==> src/rtl/lsq_pkg.sv <==
package lsq_pkg;
    localparam int SEQ_W    = 8;
    localparam int ADDR_W   = 32;
    localparam int WORD_LSB = 2;
    localparam int WORD_W   = ADDR_W - WORD_LSB;

    typedef logic [SEQ_W-1:0]  seq_t;
    typedef logic [WORD_W-1:0] word_t;

    typedef struct packed {
        logic  valid;
        logic  done;
        logic  trap;
        seq_t  seq;
        word_t word;
    } ld_ent_t;

    typedef struct packed {
        logic  valid;
        logic  addr_ok;
        seq_t  seq;
        word_t word;
    } st_ent_t;

    // a is younger than b when (a - b) wraps into the positive half
    function automatic logic seq_younger(seq_t a, seq_t b);
        seq_t diff;
        diff = a - b;
        return (diff != '0) && !diff[SEQ_W-1];
    endfunction
endpackage

==> src/rtl/lsq_ring.sv <==
module lsq_ring #(
    parameter int DEPTH = 32,
    localparam int IDX_W = $clog2(DEPTH),
    localparam int CNT_W = IDX_W + 1
) (
    input  logic             clk,
    input  logic             rst_n,
    input  logic             flush_i,
    input  logic             push_i,
    input  logic             pop_i,
    output logic [IDX_W-1:0] head_o,
    output logic [IDX_W-1:0] tail_o,
    output logic             full_o,
    output logic             empty_o
);
    typedef struct packed {
        logic [IDX_W-1:0] head;
        logic [IDX_W-1:0] tail;
        logic [CNT_W-1:0] cnt;
    } ring_t;

    ring_t st_d, st_q;
    logic  push_ok, pop_ok;

    assign full_o  = (st_q.cnt == CNT_W'(DEPTH));
    assign empty_o = (st_q.cnt == '0);
    assign head_o  = st_q.head;
    assign tail_o  = st_q.tail;
    assign push_ok = push_i && !full_o;
    assign pop_ok  = pop_i && !empty_o;

    always_comb begin
        st_d = st_q;
        if (push_ok) st_d.tail = st_q.tail + 1'b1;
        if (pop_ok)  st_d.head = st_q.head + 1'b1;
        case ({push_ok, pop_ok})
            2'b10:   st_d.cnt = st_q.cnt + 1'b1;
            2'b01:   st_d.cnt = st_q.cnt - 1'b1;
            default: st_d.cnt = st_q.cnt;
        endcase
        if (flush_i) st_d = '0;
    end

    always_ff @(posedge clk or negedge rst_n) begin
        if (!rst_n) st_q <= '0;
        else        st_q <= st_d;
    end

    a_r1_no_overflow: assert property (@(posedge clk) disable iff (!rst_n)
        st_q.cnt <= CNT_W'(DEPTH));
    a_r1_full_refuses: assert property (@(posedge clk) disable iff (!rst_n)
        (full_o && push_i && !pop_i && !flush_i) |=> full_o);
    a_r9_flush_empties: assert property (@(posedge clk) disable iff (!rst_n)
        flush_i |=> (empty_o && tail_o == '0));
endmodule

==> src/rtl/lsq_load_queue.sv <==
module lsq_load_queue import lsq_pkg::*; #(
    parameter int DEPTH = 32,
    localparam int IDX_W = $clog2(DEPTH)
) (
    input  logic             clk,
    input  logic             rst_n,
    input  logic             flush_i,
    input  logic             alloc_i,
    input  seq_t             alloc_seq_i,
    output logic [IDX_W-1:0] alloc_idx_o,
    output logic             full_o,
    output logic             empty_o,
    input  logic             exec_i,
    input  logic [IDX_W-1:0] exec_idx_i,
    input  word_t            exec_word_i,
    input  logic             chk_i,
    input  seq_t             chk_seq_i,
    input  word_t            chk_word_i,
    input  logic             commit_i,
    output logic             retire_o,
    output logic             wait_o,
    output logic             trap_o
);
    ld_ent_t [DEPTH-1:0] ent_d, ent_q;
    logic    [DEPTH-1:0] hit;
    logic [IDX_W-1:0]    head, tail;
    logic                alloc_ok, busy;
    ld_ent_t             head_ent;

    lsq_ring #(.DEPTH(DEPTH)) u_ring (
        .clk     (clk),
        .rst_n   (rst_n),
        .flush_i (flush_i),
        .push_i  (alloc_i),
        .pop_i   (retire_o),
        .head_o  (head),
        .tail_o  (tail),
        .full_o  (full_o),
        .empty_o (empty_o)
    );

    assign alloc_idx_o = tail;
    assign alloc_ok    = alloc_i && !full_o;
    assign head_ent    = ent_q[head];
    assign busy        = commit_i && !empty_o;
    assign wait_o      = busy && !head_ent.done;
    assign trap_o      = busy && head_ent.done && head_ent.trap;
    assign retire_o    = busy && head_ent.done && !head_ent.trap;

    // one comparator per entry against the retiring store
    for (genvar g = 0; g < DEPTH; g++) begin : g_match
        assign hit[g] = chk_i && ent_q[g].valid && ent_q[g].done
                     && seq_younger(ent_q[g].seq, chk_seq_i)
                     && (ent_q[g].word == chk_word_i);

        a_r4_trap_sticky: assert property (@(posedge clk) disable iff (!rst_n)
            (ent_q[g].trap && !flush_i) |=> ent_q[g].trap);
    end

    always_comb begin
        ent_d = ent_q;
        for (int i = 0; i < DEPTH; i++) begin
            if (hit[i]) ent_d[i].trap = 1'b1;
            if (exec_i && exec_idx_i == IDX_W'(i) && ent_q[i].valid) begin
                ent_d[i].done = 1'b1;
                ent_d[i].word = exec_word_i;
            end
            if (retire_o && head == IDX_W'(i)) ent_d[i] = '0;
            if (alloc_ok && tail == IDX_W'(i)) begin
                ent_d[i]       = '0;
                ent_d[i].valid = 1'b1;
                ent_d[i].seq   = alloc_seq_i;
            end
        end
        if (flush_i) ent_d = '0;
    end

    always_ff @(posedge clk or negedge rst_n) begin
        if (!rst_n) ent_q <= '0;
        else        ent_q <= ent_d;
    end

    a_r7_head_holds: assert property (@(posedge clk) disable iff (!rst_n)
        (busy && !retire_o && !flush_i) |=> (head == $past(head)));
    a_r7_head_steps: assert property (@(posedge clk) disable iff (!rst_n)
        (retire_o && !flush_i) |=> (head == IDX_W'($past(head) + 1'b1)));
    a_r9_no_trap_after_flush: assert property (@(posedge clk) disable iff (!rst_n)
        flush_i |=> !trap_o);
endmodule

==> config.mk <==
export PLATFORM = sky130hd
export DESIGN_NAME = lsq_load_queue
export DESIGN_NICKNAME = d
export VERILOG_FILES = /design/src/rtl/lsq_pkg.sv /design/src/rtl/lsq_ring.sv /design/src/rtl/lsq_load_queue.sv
export SDC_FILE = /design/constraint.sdc
export NUM_CORES = 2
export LEC_CHECK = 0
export BUFFER_PORTS_ARGS = -buffer_cell sky130_fd_sc_hd__buf_2
export CORE_MARGIN = 10
export CORE_UTILIZATION = 55
export CTS_BUF_LIST = sky130_fd_sc_hd__clkbuf_4 sky130_fd_sc_hd__clkbuf_8
export DETAILED_ROUTE_END_ITERATION = 16
export PLACE_DENSITY = 0.71
export SETUP_SLACK_MARGIN = 0.15
export SLEW_MARGIN = 5
export SYNTH_ARGS = -nofsm -noshare
export SYNTH_HDL_FRONTEND = slang
export SYNTH_SLANG_ARGS = --single-unit
==> constraint.sdc <==
create_clock -name clk -period 4.75 [get_ports clk]
set_input_delay 0.475 -clock clk [delete_from_list [all_inputs] [get_ports clk]]
set_output_delay 0.475 -clock clk [all_outputs]
set_load 0.01 [all_outputs]
==> run_results.csv <==
group,metric,value,unit
run_status,status,"completed",
logic_synthesis,synthTopCellsByCount,"2,039 x nand2_1, 1,328 x dfrtp_1, 996 x a21oi_1, 623 x xor2_1, 475 x xnor2_1",
critical_path,critPathLaunchType,"flop",
clock_tree,h-tree-depth,4,
detailed_routing,drt_iter0_drc,8031,
logic_synthesis,synthCells,8208,
final_layout,drive_above_1_share,10.3,%
pwr,power.total,0.0248,W
logic_synthesis,synth_edf_count,0,
clock_tree,cts_tree,"done",
critical_path,worstSetupPathType,"flop to output port",
grt,grt_pass1_vias,60900,
logic_synthesis,yosysMostFrequentCell,"nand2_1",
logic_synthesis,synth_seq_area_share,45.3,%
sta,worst_pin_slew,1.42,ns
critical_path,regToRegSetupSlack,0.50,ns
clock_tree,clock-sinks,1328,
logic_synthesis,synth_area,73400,µm²
logic_synthesis,yosysTopAreaCell,"dfrtp_1",
final_layout,instances_no_fill,10100,
sta,holdWs,0.104,ns
clock_tree,ctsResizeCount,0,
grt,antenna_found_initial,12,
critical_path,crit_path_cell_trace,"buf_4 > mux2i_1 > nand3_1 > a311oi_1 > nor3_1 > nor2_1 > buf_2",
logic_synthesis,ys.flop_type,"dfrtp_1",
logic_synthesis,yosys_warnings,0,
clock_tree,cts_buffer_depth,3,
critical_path,critPathMaxFanout,25,
hold_path,hp-start,"alloc_i",
sta,finalHoldViolations,0,
pwr,p_leak,35.0,nW
logic_synthesis,synth_top_area_share,45.3,%
sta,setup_viol,0,
critical_path,end_kind,"output port",
sta,fin_crit_sh,92.4,%
detailed_routing,drc,0,
final_layout,fin_nets,8496,
detailed_routing,wirelength,265000,µm
die,dieArea,149000,µm²
clock_tree,clkTransAtPathRegs,0.07,ns
grt,grt_max_degree,144,
placement,gp_congestion,0.926,
grt,grt_pass1_wl,390000,µm
sta,rsz0062_at_grt,"no",
detailed_routing,first_pass_iters,8,
pwr,p_per_area,308,nW/µm²
die,die-height,385,µm
critical_path,required,4.28,ns
sta,max_slew_margin,5.12,%
hold_path,hp-class,"input port to flop",
flow_run,maxCapViolCount,0,
clock_tree,root_buffer,"clkbuf_8",
critical_path,ff2ff_path_depth,15,
logic_synthesis,synth_seq_cells,1328,
logic_synthesis,synthArstFlopShare,100,%
logic_synthesis,syn_avg_cell_area,8.95,µm²
grt,grt_usage,35.0,%
sta,tns,0,ns
detailed_routing,via_count,63100,
critical_path,rr_startpoint,"u_ring.head_o[1]$_DFFE_PN0P_",
logic_synthesis,syn_nets,8567,
die,core,133000,µm²
sta,slew_viol_final,0,
placement,dp_hpwl,161000,µm
pwr,peakVddDrop,211,µV
sta,post-route-min-period,4.39,ns
die,die_w,385,µm
logic_synthesis,synthDistinctLibCells,61,
critical_path,critPathArrivalTime,3.91,ns
final_layout,syn_to_final_growth,9.88,%
clock_tree,cts_buffers,218,
hold_path,worst_hold_path.num_cells,4,
detailed_routing,viasPerCell,6.26,
detailed_routing,ant_nets,0,
critical_path,max_stage_delay,0.70,ns
die,start_util,55.2,%
die,io_pins,98,
placement,numPortBuffers,97,
die,rows,134,
critical_path,slowest_stage,"mux2i_1",
grt,grt.overflow.total,0,
critical_path,crit_start,"u_ring.head_o[3]$_DFFE_PN0P_",
sta,fmax,0.228,GHz
logic_synthesis,netlist_top_cells_area,"dfrtp_1 45%, nand2_1 10%, xor2_1 7.4%, a21oi_1 6.8%, xnor2_1 5.7%",
placement,placed_cells,9674,
detailed_routing,wl_per_cell,26.2,µm
clock_tree,clkLatencyLatePin,1.01,ns
sta,fin_worst_skew,0.0679,ns
[cell families after synthesis]
group	Yosys count	synth area share, %
xor gates and xnor gates	1098	13.1
DFF	1328	45.3
muxes	28	0.540
and+or+nand+nor	2874	16.9
adders and majority gates	271	4.94
AOI/OAI and AO/OA	1731	14.5
buffers and inverters	878	4.85
[registers in the layout, indices dropped and copies added (netlist names)]
signal	count
ent_q	1312
u_ring.head_o	5
u_ring.st_q	6
u_ring.tail_o	5
[layer usage]
layer,routed length (µm),up-vias,track usage [%]
li1,-,27400,-
met1,97000,30900,45.6
met2,113000,3807,51.4
met3,32200,1058,8.17
met4,22200,20,24.5
met5,141,-,0
[path summary, 6_finish.rpt]
check                                                to
hold reg to reg                  ent_q[814]$_DFFE_PN0P_
max in group asynchronous        ent_q[153]$_DFFE_PN0P_
hold / removal             u_ring.tail_o[1]$_DFFE_PN0P_
setup / recovery                                 wait_o
setup reg to reg             u_ring.st_q[5]$_DFFE_PN0P_
min in group asynchronous        ent_q[927]$_DFFE_PN0P_
[what timing repair did]
item | in CTS | in global routing
endpoints found under the hold margin | 195 | 0
setup buffers | 0 | 0
endpoints found under the setup margin | 0 | 0
hold buffers | 11 | 0
[critical path: cells and delay by family (launching register included)]
kind	cells	cell delay (ns)
AND/OR/NAND/NOR	3	0.73
flip-flops	1	0.33
buffers and inverters	2	0.65
multiplexers	1	0.70
AO/OA/AOI/OAI	1	0.53
[power by group]
| part | leakage [nW] | internal (W) | switching [W] |
|---|---|---|---|
| Sequential | 18.6 | 0.0113 | 0.0000263 |
| Clock | 2.54 | 0.00592 | 0.00494 |
| Combinational | 13.9 | 0.000666 | 0.00194 |
| Total | 35.0 | 0.0179 | 0.00690 |
[cell type report]
| type | instances | area [µm²] |
|---|---|---|
| diodes | 5 | 12.5 |
| clock buffers | 359 | 4440 |
| well taps | 1768 | 2210 |
| fillers | 11200 | 52400 |
| flip-flops and latches | 1328 | 33200 |
| multi-input cells | 6002 | 36700 |
| inverters | 230 | 863 |
| clock inverters | 34 | 294 |
| repair buffers | 357 | 2950 |
[layout by cell type (no fill, tap or decap), types with 33 or more instances in the layout]
cell type / n
or3_1: 34
nor2_1: 214
a21oi_1: 996
nand3_1: 41
a21oi_2: 56
xnor2_1: 475
or4_1: 53
buf_4: 227
nand2_1: 2039
buf_12: 36
nor2b_1: 42
and3_1: 60
dfrtp_1: 1328
nor4_1: 125
a22o_1: 192
ha_1: 239
nand4_1: 161
clkbuf_4: 80
a21boi_0: 44
inv_1: 222
buf_2: 83
xor2_1: 623
a41oi_1: 33
o21ai_0: 226
nor3_1: 37
clkbuf_8: 279
[per-stage QoR]
stage | area [µm²] | setup WS [ns] | utilization [%]
after global routing | 80700 | 0.223 | 60.6
after CTS | 80700 | 0.475 | 60.6
after detailed placement | 75800 | 0.555 | 57.0
final | 80700 | 0.361 | 60.6
after global placement | 75800 | 0.535 | 57.0
after floorplan | 73400 | 1.20 | -
Note: power is estimated with default switching activity, not from simulation.
